==> config.mk <==
export PLATFORM = sky130hd
export DESIGN_NAME = nand_seq
export DESIGN_NICKNAME = d
export VERILOG_FILES = /design/src/rtl/nand_seq_pkg.sv /design/src/rtl/nand_seq_waits.sv /design/src/rtl/nand_seq_rdmux.sv /design/src/rtl/nand_seq.sv
export SDC_FILE = /design/constraint.sdc
export NUM_CORES = 1
export LEC_CHECK = 0
export ABC_AREA = 1
export BUFFER_PORTS_ARGS = -buffer_cell sky130_fd_sc_hd__buf_2
export CAP_MARGIN = 15
export CORE_UTILIZATION = 40
export CTS_CLUSTER_DIAMETER = 30
export DETAILED_ROUTE_END_ITERATION = 10
export PLACE_DENSITY = 0.56
export SKIP_CTS_REPAIR_TIMING = 1
export SYNTH_ARGS = -nofsm -noshare
export SYNTH_HDL_FRONTEND = slang
export SYNTH_SLANG_ARGS = --single-unit
==> constraint.sdc <==
create_clock -name clk -period 7 [get_ports clk]
set_input_delay 0.35 -clock clk [delete_from_list [all_inputs] [get_ports clk]]
set_output_delay 0.35 -clock clk [all_outputs]
set_load 0.05 [all_outputs]
==> src/rtl/nand_seq_pkg.sv <==
package nand_seq_pkg;
    localparam int WORD_W = 32;
    localparam int WAIT_W = 6;
    localparam int N_WAIT = 5;
    localparam int CNT_W  = 16;

    typedef enum logic [3:0] {
        S_IDLE, S_SETUP, S_CMD1, S_COL, S_ROW, S_SPEC, S_CMD2, S_DATA,
        S_HOLD, S_BUSY, S_RB
    } step_e;

    typedef struct packed {
        step_e                step;
        logic                 low;
        logic [1:0]           bidx;
        logic [CNT_W-1:0]     cnt;
        logic                 ce_n;
        logic                 busy;
        logic                 ready;
        logic                 err;
        logic [WORD_W-1:0]    ctrl;
        logic [WORD_W-1:0]    col;
        logic [WORD_W-1:0]    row;
        logic [WORD_W-1:0]    data;
        logic [7:0]           cfg;
        logic [N_WAIT*WAIT_W-1:0] waits;
    } seq_t;
endpackage

==> src/rtl/nand_seq_waits.sv <==
module nand_seq_waits
    import nand_seq_pkg::*;
(
    input  logic [N_WAIT*WAIT_W-1:0] waits,
    output logic [CNT_W-1:0]         load [N_WAIT]
);
    for (genvar g = 0; g < N_WAIT; g++) begin : g_field
        logic [WAIT_W-1:0] f;
        assign f = waits[g*WAIT_W +: WAIT_W];
        assign load[g] = (f == '0) ? '0 : CNT_W'(f - 1'b1);
    end
endmodule

==> src/rtl/nand_seq_rdmux.sv <==
module nand_seq_rdmux
    import nand_seq_pkg::*;
(
    input  logic [2:0]               addr,
    input  logic [WORD_W-1:0]        ctrl,
    input  logic                     busy,
    input  logic                     ready,
    input  logic                     err,
    input  logic [WORD_W-1:0]        col,
    input  logic [WORD_W-1:0]        row,
    input  logic [7:0]               cfg,
    input  logic [N_WAIT*WAIT_W-1:0] waits,
    input  logic [WORD_W-1:0]        data,
    output logic [WORD_W-1:0]        rdata
);
    always_comb begin
        case (addr)
            3'd0:    rdata = {busy, ctrl[30:28], err, ready, ctrl[25:0]};
            3'd1:    rdata = col;
            3'd2:    rdata = row;
            3'd3:    rdata = {24'd0, cfg};
            3'd4:    rdata = WORD_W'(waits);
            3'd5:    rdata = data;
            default: rdata = '0;
        endcase
    end
endmodule

==> src/rtl/nand_seq.sv <==
module nand_seq
    import nand_seq_pkg::*;
#(
    parameter int WDOG_CYCLES = 4096
) (
    input  logic              clk,
    input  logic              rst_n,
    input  logic [2:0]        host_addr,
    input  logic              host_wr,
    input  logic [WORD_W-1:0] host_wdata,
    output logic [WORD_W-1:0] host_rdata,
    output logic              nand_ce_n,
    output logic              nand_cle,
    output logic              nand_ale,
    output logic              nand_we_n,
    output logic              nand_re_n,
    output logic [7:0]        nand_io_out,
    output logic              nand_io_oe,
    input  logic [7:0]        nand_io_in,
    input  logic              nand_rb
);
    localparam logic [CNT_W-1:0] WDOG_LOAD = CNT_W'(WDOG_CYCLES - 1);

    seq_t             q, n;
    logic [CNT_W-1:0] wl [N_WAIT];
    logic             go;
    step_e            tgt;
    logic             byte_step, is_read;
    logic [1:0]       nb;
    logic             busy_w, ready_w, err_w;

    nand_seq_waits u_waits (.waits(q.waits), .load(wl));

    nand_seq_rdmux u_rd (
        .addr(host_addr), .ctrl(q.ctrl), .busy(q.busy), .ready(q.ready),
        .err(q.err), .col(q.col), .row(q.row), .cfg(q.cfg),
        .waits(q.waits), .data(q.data), .rdata(host_rdata)
    );

    // next enabled phase after s, in bus order
    function automatic step_e first_after(step_e s, logic [WORD_W-1:0] c);
        if (s < S_CMD1 && c[16]) return S_CMD1;
        if (s < S_COL  && c[17]) return S_COL;
        if (s < S_ROW  && c[18]) return S_ROW;
        if (s < S_SPEC && c[24]) return S_SPEC;
        if (s < S_CMD2 && c[19]) return S_CMD2;
        if (s < S_DATA && (c[20] || c[21])) return S_DATA;
        return c[30] ? S_BUSY : S_HOLD;
    endfunction

    assign byte_step = (q.step >= S_CMD1) && (q.step <= S_DATA);
    assign is_read   = (q.step == S_DATA) && q.ctrl[20];

    always_comb begin
        case (q.step)
            S_COL:   nb = q.cfg[5:4];
            S_ROW:   nb = q.cfg[7:6];
            S_DATA:  nb = (q.ctrl[29:28] == 2'b11) ? 2'd3 : 2'd0;
            default: nb = 2'd0;
        endcase
    end

    always_comb begin
        n   = q;
        go  = 1'b0;
        tgt = S_IDLE;
        case (q.step)
            S_IDLE: begin
                if (host_wr) begin
                    case (host_addr)
                        3'd0: begin
                            n.ctrl = host_wdata;
                            if (host_wdata[31]) begin
                                n.busy  = 1'b1;
                                n.ready = 1'b0;
                                n.err   = 1'b0;
                                n.ce_n  = 1'b0;
                                go      = 1'b1;
                                tgt     = q.ce_n ? S_SETUP
                                                 : first_after(S_SETUP, host_wdata);
                            end
                        end
                        3'd1:    n.col   = host_wdata;
                        3'd2:    n.row   = host_wdata;
                        3'd3:    n.cfg   = host_wdata[7:0];
                        3'd4:    n.waits = host_wdata[N_WAIT*WAIT_W-1:0];
                        3'd5:    n.data  = host_wdata;
                        default: ;
                    endcase
                end
            end
            S_SETUP, S_HOLD, S_BUSY: begin
                if (q.cnt == '0) begin
                    go = 1'b1;
                    if (q.step == S_SETUP) begin
                        tgt = first_after(S_SETUP, q.ctrl);
                    end else if (q.step == S_HOLD) begin
                        n.ce_n = 1'b1;
                        tgt    = S_BUSY;
                    end else begin
                        tgt = S_RB;
                    end
                end else begin
                    n.cnt = q.cnt - 1'b1;
                end
            end
            S_RB: begin
                if (nand_rb) begin
                    n.ready = 1'b1;
                    n.busy  = 1'b0;
                    n.step  = S_IDLE;
                end else if (q.cnt == '0) begin
                    n.err  = 1'b1;
                    n.busy = 1'b0;
                    n.step = S_IDLE;
                end else begin
                    n.cnt = q.cnt - 1'b1;
                end
            end
            default: begin
                if (q.low) begin
                    if (q.cnt == '0) begin
                        if (is_read) n.data[8*q.bidx +: 8] = nand_io_in;
                        n.low = 1'b0;
                        n.cnt = wl[1];
                    end else begin
                        n.cnt = q.cnt - 1'b1;
                    end
                end else if (q.cnt != '0) begin
                    n.cnt = q.cnt - 1'b1;
                end else if (q.bidx == nb) begin
                    go  = 1'b1;
                    tgt = first_after(q.step, q.ctrl);
                end else begin
                    n.bidx = q.bidx + 1'b1;
                    n.low  = 1'b1;
                    n.cnt  = wl[0];
                end
            end
        endcase
        if (go) begin
            n.step = tgt;
            n.low  = 1'b1;
            n.bidx = '0;
            case (tgt)
                S_SETUP: n.cnt = wl[2];
                S_HOLD:  n.cnt = wl[3];
                S_BUSY:  n.cnt = wl[4];
                S_RB:    n.cnt = WDOG_LOAD;
                default: n.cnt = wl[0];
            endcase
        end
    end

    always_ff @(posedge clk or negedge rst_n) begin
        if (!rst_n) begin
            q      <= '0;
            q.step <= S_IDLE;
            q.ce_n <= 1'b1;
        end else begin
            q <= n;
        end
    end

    always_comb begin
        case (q.step)
            S_CMD1:        nand_io_out = q.ctrl[7:0];
            S_CMD2:        nand_io_out = q.ctrl[15:8];
            S_COL:         nand_io_out = q.col[8*q.bidx +: 8];
            S_ROW:         nand_io_out = q.row[8*q.bidx +: 8];
            S_SPEC:        nand_io_out = q.col[7:0];
            S_DATA:        nand_io_out = q.data[8*q.bidx +: 8];
            default:       nand_io_out = 8'h00;
        endcase
    end

    assign nand_ce_n  = q.ce_n;
    assign nand_cle   = (q.step == S_CMD1) || (q.step == S_CMD2);
    assign nand_ale   = (q.step == S_COL) || (q.step == S_ROW) || (q.step == S_SPEC);
    assign nand_we_n  = !(byte_step && q.low && !is_read);
    assign nand_re_n  = !(is_read && q.low);
    assign nand_io_oe = byte_step && !is_read;

    assign busy_w  = q.busy;
    assign ready_w = q.ready;
    assign err_w   = q.err;
endmodule

### Word level (Yosys, flattened, before mapping)

Cells that the tools add are included.

| storage, ports and cells | value |
|---|---|
| input port bits | 47 |
| memories | 0 |
| memory bits (writable) | 0 |
| register bits after elaboration | 193 |
| bits in latches | 0 |
| output and inout bits | 46 |
| bits in read-only memories | 0 |

| operators by class | value |
|---|---|
| mux-type cells | 260 |
| bitwise gates (word level) | 1 |
| div/mod/pow operators | 0 |
| eq/ne operators | 39 |
| $mul | 0 |
| reductions and logical operators | 52 |
| $add $sub $neg | 8 |
| shift-type cells | 5 |
| magnitude comparators | 8 |

Operators with widths:

| cell | number |
|---|---|
| 4-bit 2-to-1 mux | 74 |
| 32-bit 2-to-1 mux | 6 |
| 32-bit one-hot mux with 6 select lines | 1 |
| 170-bit 2-to-1 mux | 1 |
| 16-bit 2-to-1 mux | 10 |
| 1-bit 2-to-1 mux | 148 |
| 32-bit by 6-bit variable part select with 8-bit output | 3 |
| 16-bit one-hot mux with 4 select lines | 1 |
| 32-bit one-hot mux with 2 select lines | 1 |
| 16-bit one-hot mux with 3 select lines | 1 |
| 8-bit one-hot mux with 6 select lines | 1 |
| 36-bit 2-to-1 mux | 1 |
| 6-bit by 1-bit subtractor with 7-bit output, second input constant | 5 |
| 5-bit negator with 34-bit output | 1 |
| 8-bit by 34-bit variable shift with 32-bit output, first input constant | 1 |
| 8-bit by 34-bit variable part select with 32-bit output | 1 |
| 32-bit bitwise mux | 1 |
| 6-bit logical NOT | 5 |
| 30-bit 2-to-1 mux | 1 |
| 4-bit == test, second input constant | 6 |
| 23-bit 2-to-1 mux | 1 |
| 2-bit inequality test, second input constant | 11 |
| 19-bit 2-to-1 mux | 1 |
| 3-bit AND reduction | 6 |
| 43 further kinds | 85 |

### Longest topological paths before layout

| depth | value |
|---|---|
| depth after elaboration | 56 |
| mapped depth | 20 |

### Hierarchy

Synthesis repeated with hierarchy kept, for this count alone.

| unflattened totals | value |
|---|---|
| cells, all modules | 2087 |
| area, all modules | 13990.9 um2 |

By module, submodules not included:

| module | area an instance (um2) | times used | seq. area each (um2) | cells each |
|---|---|---|---|---|
| nand_seq | 10817.9 | 1 | 4830.9 | 1458 |
| nand_seq_rdmux | 1826.8 | 1 | 0.0 | 399 |
| nand_seq_waits | 1346.3 | 1 | 0.0 | 230 |

### Least setup slack after synthesis

OpenSTA, ideal clock, no wires.

| timing | value |
|---|---|
| path kind | reg2out |
| start | register q[190] (netlist name) |
| end | output nand_io_out[2] |
| arrival | 2.343 ns |
| cell stages (with the launch flop) | 13 |
| buffers on the path | 2 |
| slack | 4.307 ns |
| cell sequence | dfrtp_1 nor2_2 inv_1 nor2_1 nor2_1 buf_2 buf_1 nand2_1 o2111ai_1 o21ai_0 nand2_1 nand3_1 o2111ai_1 |

| on the way | value |
|---|---|
| cells in the longest elaborated chain, start to end | 2 |

Ends and longest elaborated chain:

| element | line | source |
|---|---|---|
| from (decl) | nand_seq.sv:24 | `seq_t q, n;` |
| from (signal assigned) | nand_seq.sv:161 | `q <= n;` |
| 4-bit by 3-bit == test with 1-bit output or 4-bit by 2-bit == test with 1-bit output (tied branches) | nand_seq.sv:166 | `case (q.step)` |
| 8-bit one-hot mux with 6 select lines * | nand_seq.sv:166 |  |
| to (decl) | nand_seq.sv:17 | `output logic [7:0] nand_io_out,` |

Every way passes the cells marked *; elsewhere a longest branch is shown, timed or not.

### Final worst setup path

| timing | value |
|---|---|
| start | register q[190] (netlist name) |
| end | output nand_io_out[5] |

The elaborated chain is that of the path after synthesis.

==> impl_results.rst <==
.. list-table::
   :header-rows: 1

   * - Metric
     - Value
   * - Commonest register cell after synthesis
     - dfrtp_1
   * - Antenna Nets Post-Route
     - 0
   * - Biggest area consumer among synthesized cells
     - dfrtp_1
   * - Detailed placer's ending HPWL
     - 33100 um
   * - Post-layout total power
     - 2.623 mW
   * - Count of nets after finishing
     - about 1700
   * - Final number of max-transition violations
     - 0
   * - Yosys warns
     - 0
   * - Net switching power
     - between 0.8 and 0.9 mW
   * - Initial core utilization
     - between 40% and 50%
   * - Width of the chip
     - approximately 170 um
   * - Largest net degree at the start of global routing
     - 75
   * - Most repeated library cell on the critical path
     - nand2_1
   * - Number of antenna violations at the first check in global routing
     - 0
   * - Post-synth net total
     - approximately 1600
   * - Synth unique cells
     - 52
   * - HP Class
     - input port to flip-flop
   * - Syn-to-layout area delta
     - 12.81%
   * - Met2 capacity usage during global routing
     - a little under half
   * - Number of buffer and inverter instances along the worst setup path
     - 6
   * - Fraction of power consumed by sequential logic
     - between 40% and 50%
   * - Number of hold violations in the final report
     - 0
   * - Run status
     - finished clean
   * - Transition time at the pin with the least slew margin
     - around 1.1 ns
   * - GRT met1 Usage
     - between 40% and 50%
   * - Post-synthesis average cell area
     - roughly 7.3 um2
   * - Most common cell in the netlist
     - nand2_1
   * - Clock tree buffer depth
     - 2
   * - P_int
     - about 1.8 mW
   * - Number of enable flip-flop cells after synthesis
     - 0
   * - WL per Instance
     - around 22 um
   * - Part of the total power dissipated in the clock network
     - about two fifths
   * - Timing-limited maximum frequency
     - roughly 230 MHz
   * - Cell types with the highest counts after synthesis
     - nand2_1 (350), inv_1 (227), o21ai_0 (192)
   * - Total global routing track utilization
     - a little under a third
   * - Worst Clk Skew
     - around 0.019 ns
   * - Number of design-rule violations left by the first detailed-router iteration
     - around 1400
   * - Gr busiest metal
     - met2
   * - Sequential-to-total area share from yosys stat
     - 41.45%
   * - Slew margin rel.
     - 27.10%
   * - Final period utilization
     - a little over three fifths
   * - Highest-delay cell along the critical path
     - dfrtp_1
   * - Worst path required time
     - around 6.7 ns
   * - Clock root buffer
     - clkbuf_16
   * - Leakage
     - 6.238 nW
   * - Kind of start point of the critical path
     - flip-flop
   * - # fillers
     - between 2000 and 3000
   * - Share of the core filled with cells in the final layout
     - a little under half
   * - Share of synthesized registers carrying an async set or reset
     - 100.0%
   * - Shortest clock period the worst path allows after layout
     - ~4.4 ns
   * - Die Ht
     - about 170 um
   * - Diodes inserted
     - 0
   * - Wire length of the first global-routing pass
     - 68660 um
   * - PortBufs
     - between 90 and 100
   * - Post-route setup TNS
     - 0 ns
   * - Number of buffers inserted during clock tree synthesis
     - 17
   * - Vias in the first global route
     - about 11000
   * - Cell chain of the critical path
     - nand2_1 > inv_2 > nand2_1 > buf_4 > inv_1 > nor2_1 > buf_4 > inv_1 > o21ai_0 > o32ai_1 > nand2_1 > nand3_1 > o2111ai_1 > buf_2
   * - Via count normalized by instance count
     - between 5 and 6
   * - Total congestion overflow
     - 0
   * - Proportion of netlist area held by the largest area contributor
     - between 40% and 50%
   * - Clock tree from TritonCTS
     - yes
   * - Total wire length
     - 45200 um
   * - Combinational share of power
     - between 10% and 20%
   * - Switching share of total power
     - a little under a third
   * - Proportion of layout cells with a drive suffix above 1
     - between 10% and 20%
   * - Crit. End Element
     - primary output
   * - Crit Path Category
     - flip-flop to primary output
   * - Flip-flop and latch count after synthesis
     - 190
   * - Biggest area contributors in the synthesized netlist
     - dfrtp_1 (41%), nand2_1 (11%), o21ai_0 (8.4%)
   * - Maximum vdd ir drop
     - ~0.16 mV
   * - Area of combinational cells with multiple inputs
     - around 5600 um2
   * - Critical path fanouts, max
     - 33
   * - Num ports
     - just over 90
   * - Gate family responsible for the most delay along the worst path
     - buffers and inverters
   * - Via Count
     - ~12000
   * - RSZ-0062 raised after global routing
     - no
   * - DRC viols
     - 0
   * - Synthesized netlist cell count
     - about 1600
   * - Maxcap violations
     - 0
   * - Total iterations of the first detailed-routing run
     - 7
   * - Floorplan die area
     - a little under 30000 um2
   * - Pwr per Cell Area
     - 202.7 nW/um2
   * - Peak per-stage delay on the critical path
     - 0.46 ns
   * - Row count
     - 61
   * - GPL Wtd Cong
     - a little under 1
   * - CP arrival
     - around 4 ns
   * - M3 GR Usage
     - between 7 and 8%
   * - Number of clock sinks
     - between 150 and 200
   * - Post-synthesis instance area
     - 11470 um2
   * - Area of all sequential standard cells
     - between 4000 and 5000 um2
   * - H-tree Lvls
     - 4
   * - Placeable core area
     - about 28000 um2
   * - Worst-case hold slack
     - about 0.13 ns
   * - Clock latency at the later pin of the worst-skew pair
     - 0.46 ns
   * - Total setup violations reported at the end of the flow
     - 0
   * - Clock slew seen by the registers of the worst setup and hold paths
     - 0.08 ns
==> power groups by stage <==
stage,Clock (mW),Sequential (mW),Combinational (mW)
finish,1.05,1.20,0.378
global route,1.11,1.20,0.415
CTS,1.06,1.19,0.373
detailed placement,0,1.22,0.372
global placement,0,1.22,0.370
floorplan,0,1.20,0.239
==> layout by cell type, fill, tap and decap left out, types with 11 or more instances in the layout <==
master | netlist | layout
nand2_1 | 350 | 349
inv_1 | 227 | 227
o21ai_0 | 192 | 192
dfrtp_1 | 189 | 189
nor2_1 | 122 | 120
buf_2 | 4 | 91
a21oi_1 | 71 | 71
nand3_1 | 67 | 67
o22ai_1 | 65 | 65
a221oi_1 | 20 | 20
o2111ai_1 | 19 | 19
clkbuf_16 | 0 | 17
buf_4 | 1 | 17
nand4_1 | 16 | 16
nor3_1 | 15 | 13
inv_2 | 12 | 12
o221ai_1 | 11 | 11
==> per-layer routing <==
metal  share of wire (%)  vias to the layer above  wire [um]
met5                   0                        -          0
li1                    -                     5415          -
met4                 3.7                        0       1690
met2                  43                      589      19660
met1                  43                     5564      19540
met3                 9.5                      112       4315
==> registers in the layout, summed over array words and instances (netlist names) <==
name	cells
busy_w	1
err_w	1
nand_ce_n	1
q	186
ready_w	1
==> final timing paths <==
path / from / endpoint / slack, ns / cells after the start
setup / recovery: q[190] / nand_io_out[5] / 2.63 / 14
min in group asynchronous: rst_n / q[15] / 0.49 / 2
max in group asynchronous: rst_n / q[57] / 5.19 / 3
hold reg to reg: q[184] / q[184] / 0.48 / 1
setup reg to reg: q[192] / q[170] / 3.63 / 18
hold / removal: host_wdata[0] / q[0] / 0.13 / 3
==> final cells by class <==
type | instances | share of cell area, %
clock buffer | 18 | 3.393
sequential | 190 | 36.75
timing repair buffer | 111 | 4.843
clock inverter | 14 | 1.334
multi-input combinational | 1074 | 43.10
inverter | 239 | 6.932
tap | 378 | 3.654
==> worst min-delay path, stage by stage <==
cell and delay [ns]:
buf_2 0.09, nand2_1 0.04, o21ai_0 0.06
==> per-stage QoR <==
| step | setup WS (ns) | std cells | instance area [um2] |
|---|---|---|---|
| 2_1_floorplan | 4.307 | 1569 | 11470 |
| 6_report | 2.629 | 2024 | 12940 |
| 5_1_grt | 2.495 | 2024 | 12940 |
| 4_1_cts | 2.770 | 2021 | 12900 |
| 3_5_place_dp | 3.264 | 1989 | 12290 |
| 3_3_place_gp | 3.275 | 1989 | 12290 |
==> kinds of logic after synthesis <==
| family | Yosys count | synth area share, % |
|---|---|---|
| AO/OA/AOI/OAI | 445 | 23.48 |
| XOR/XNOR | 13 | 0.9925 |
| adder cells (fa/ha/maj) | 10 | 1.091 |
| buffers and inverters | 305 | 10.12 |
| flip-flops | 190 | 41.45 |
| multiplexers | 8 | 0.7089 |
| AND/OR/NAND/NOR | 598 | 22.15 |
Power figures use the tool's default switching activity.
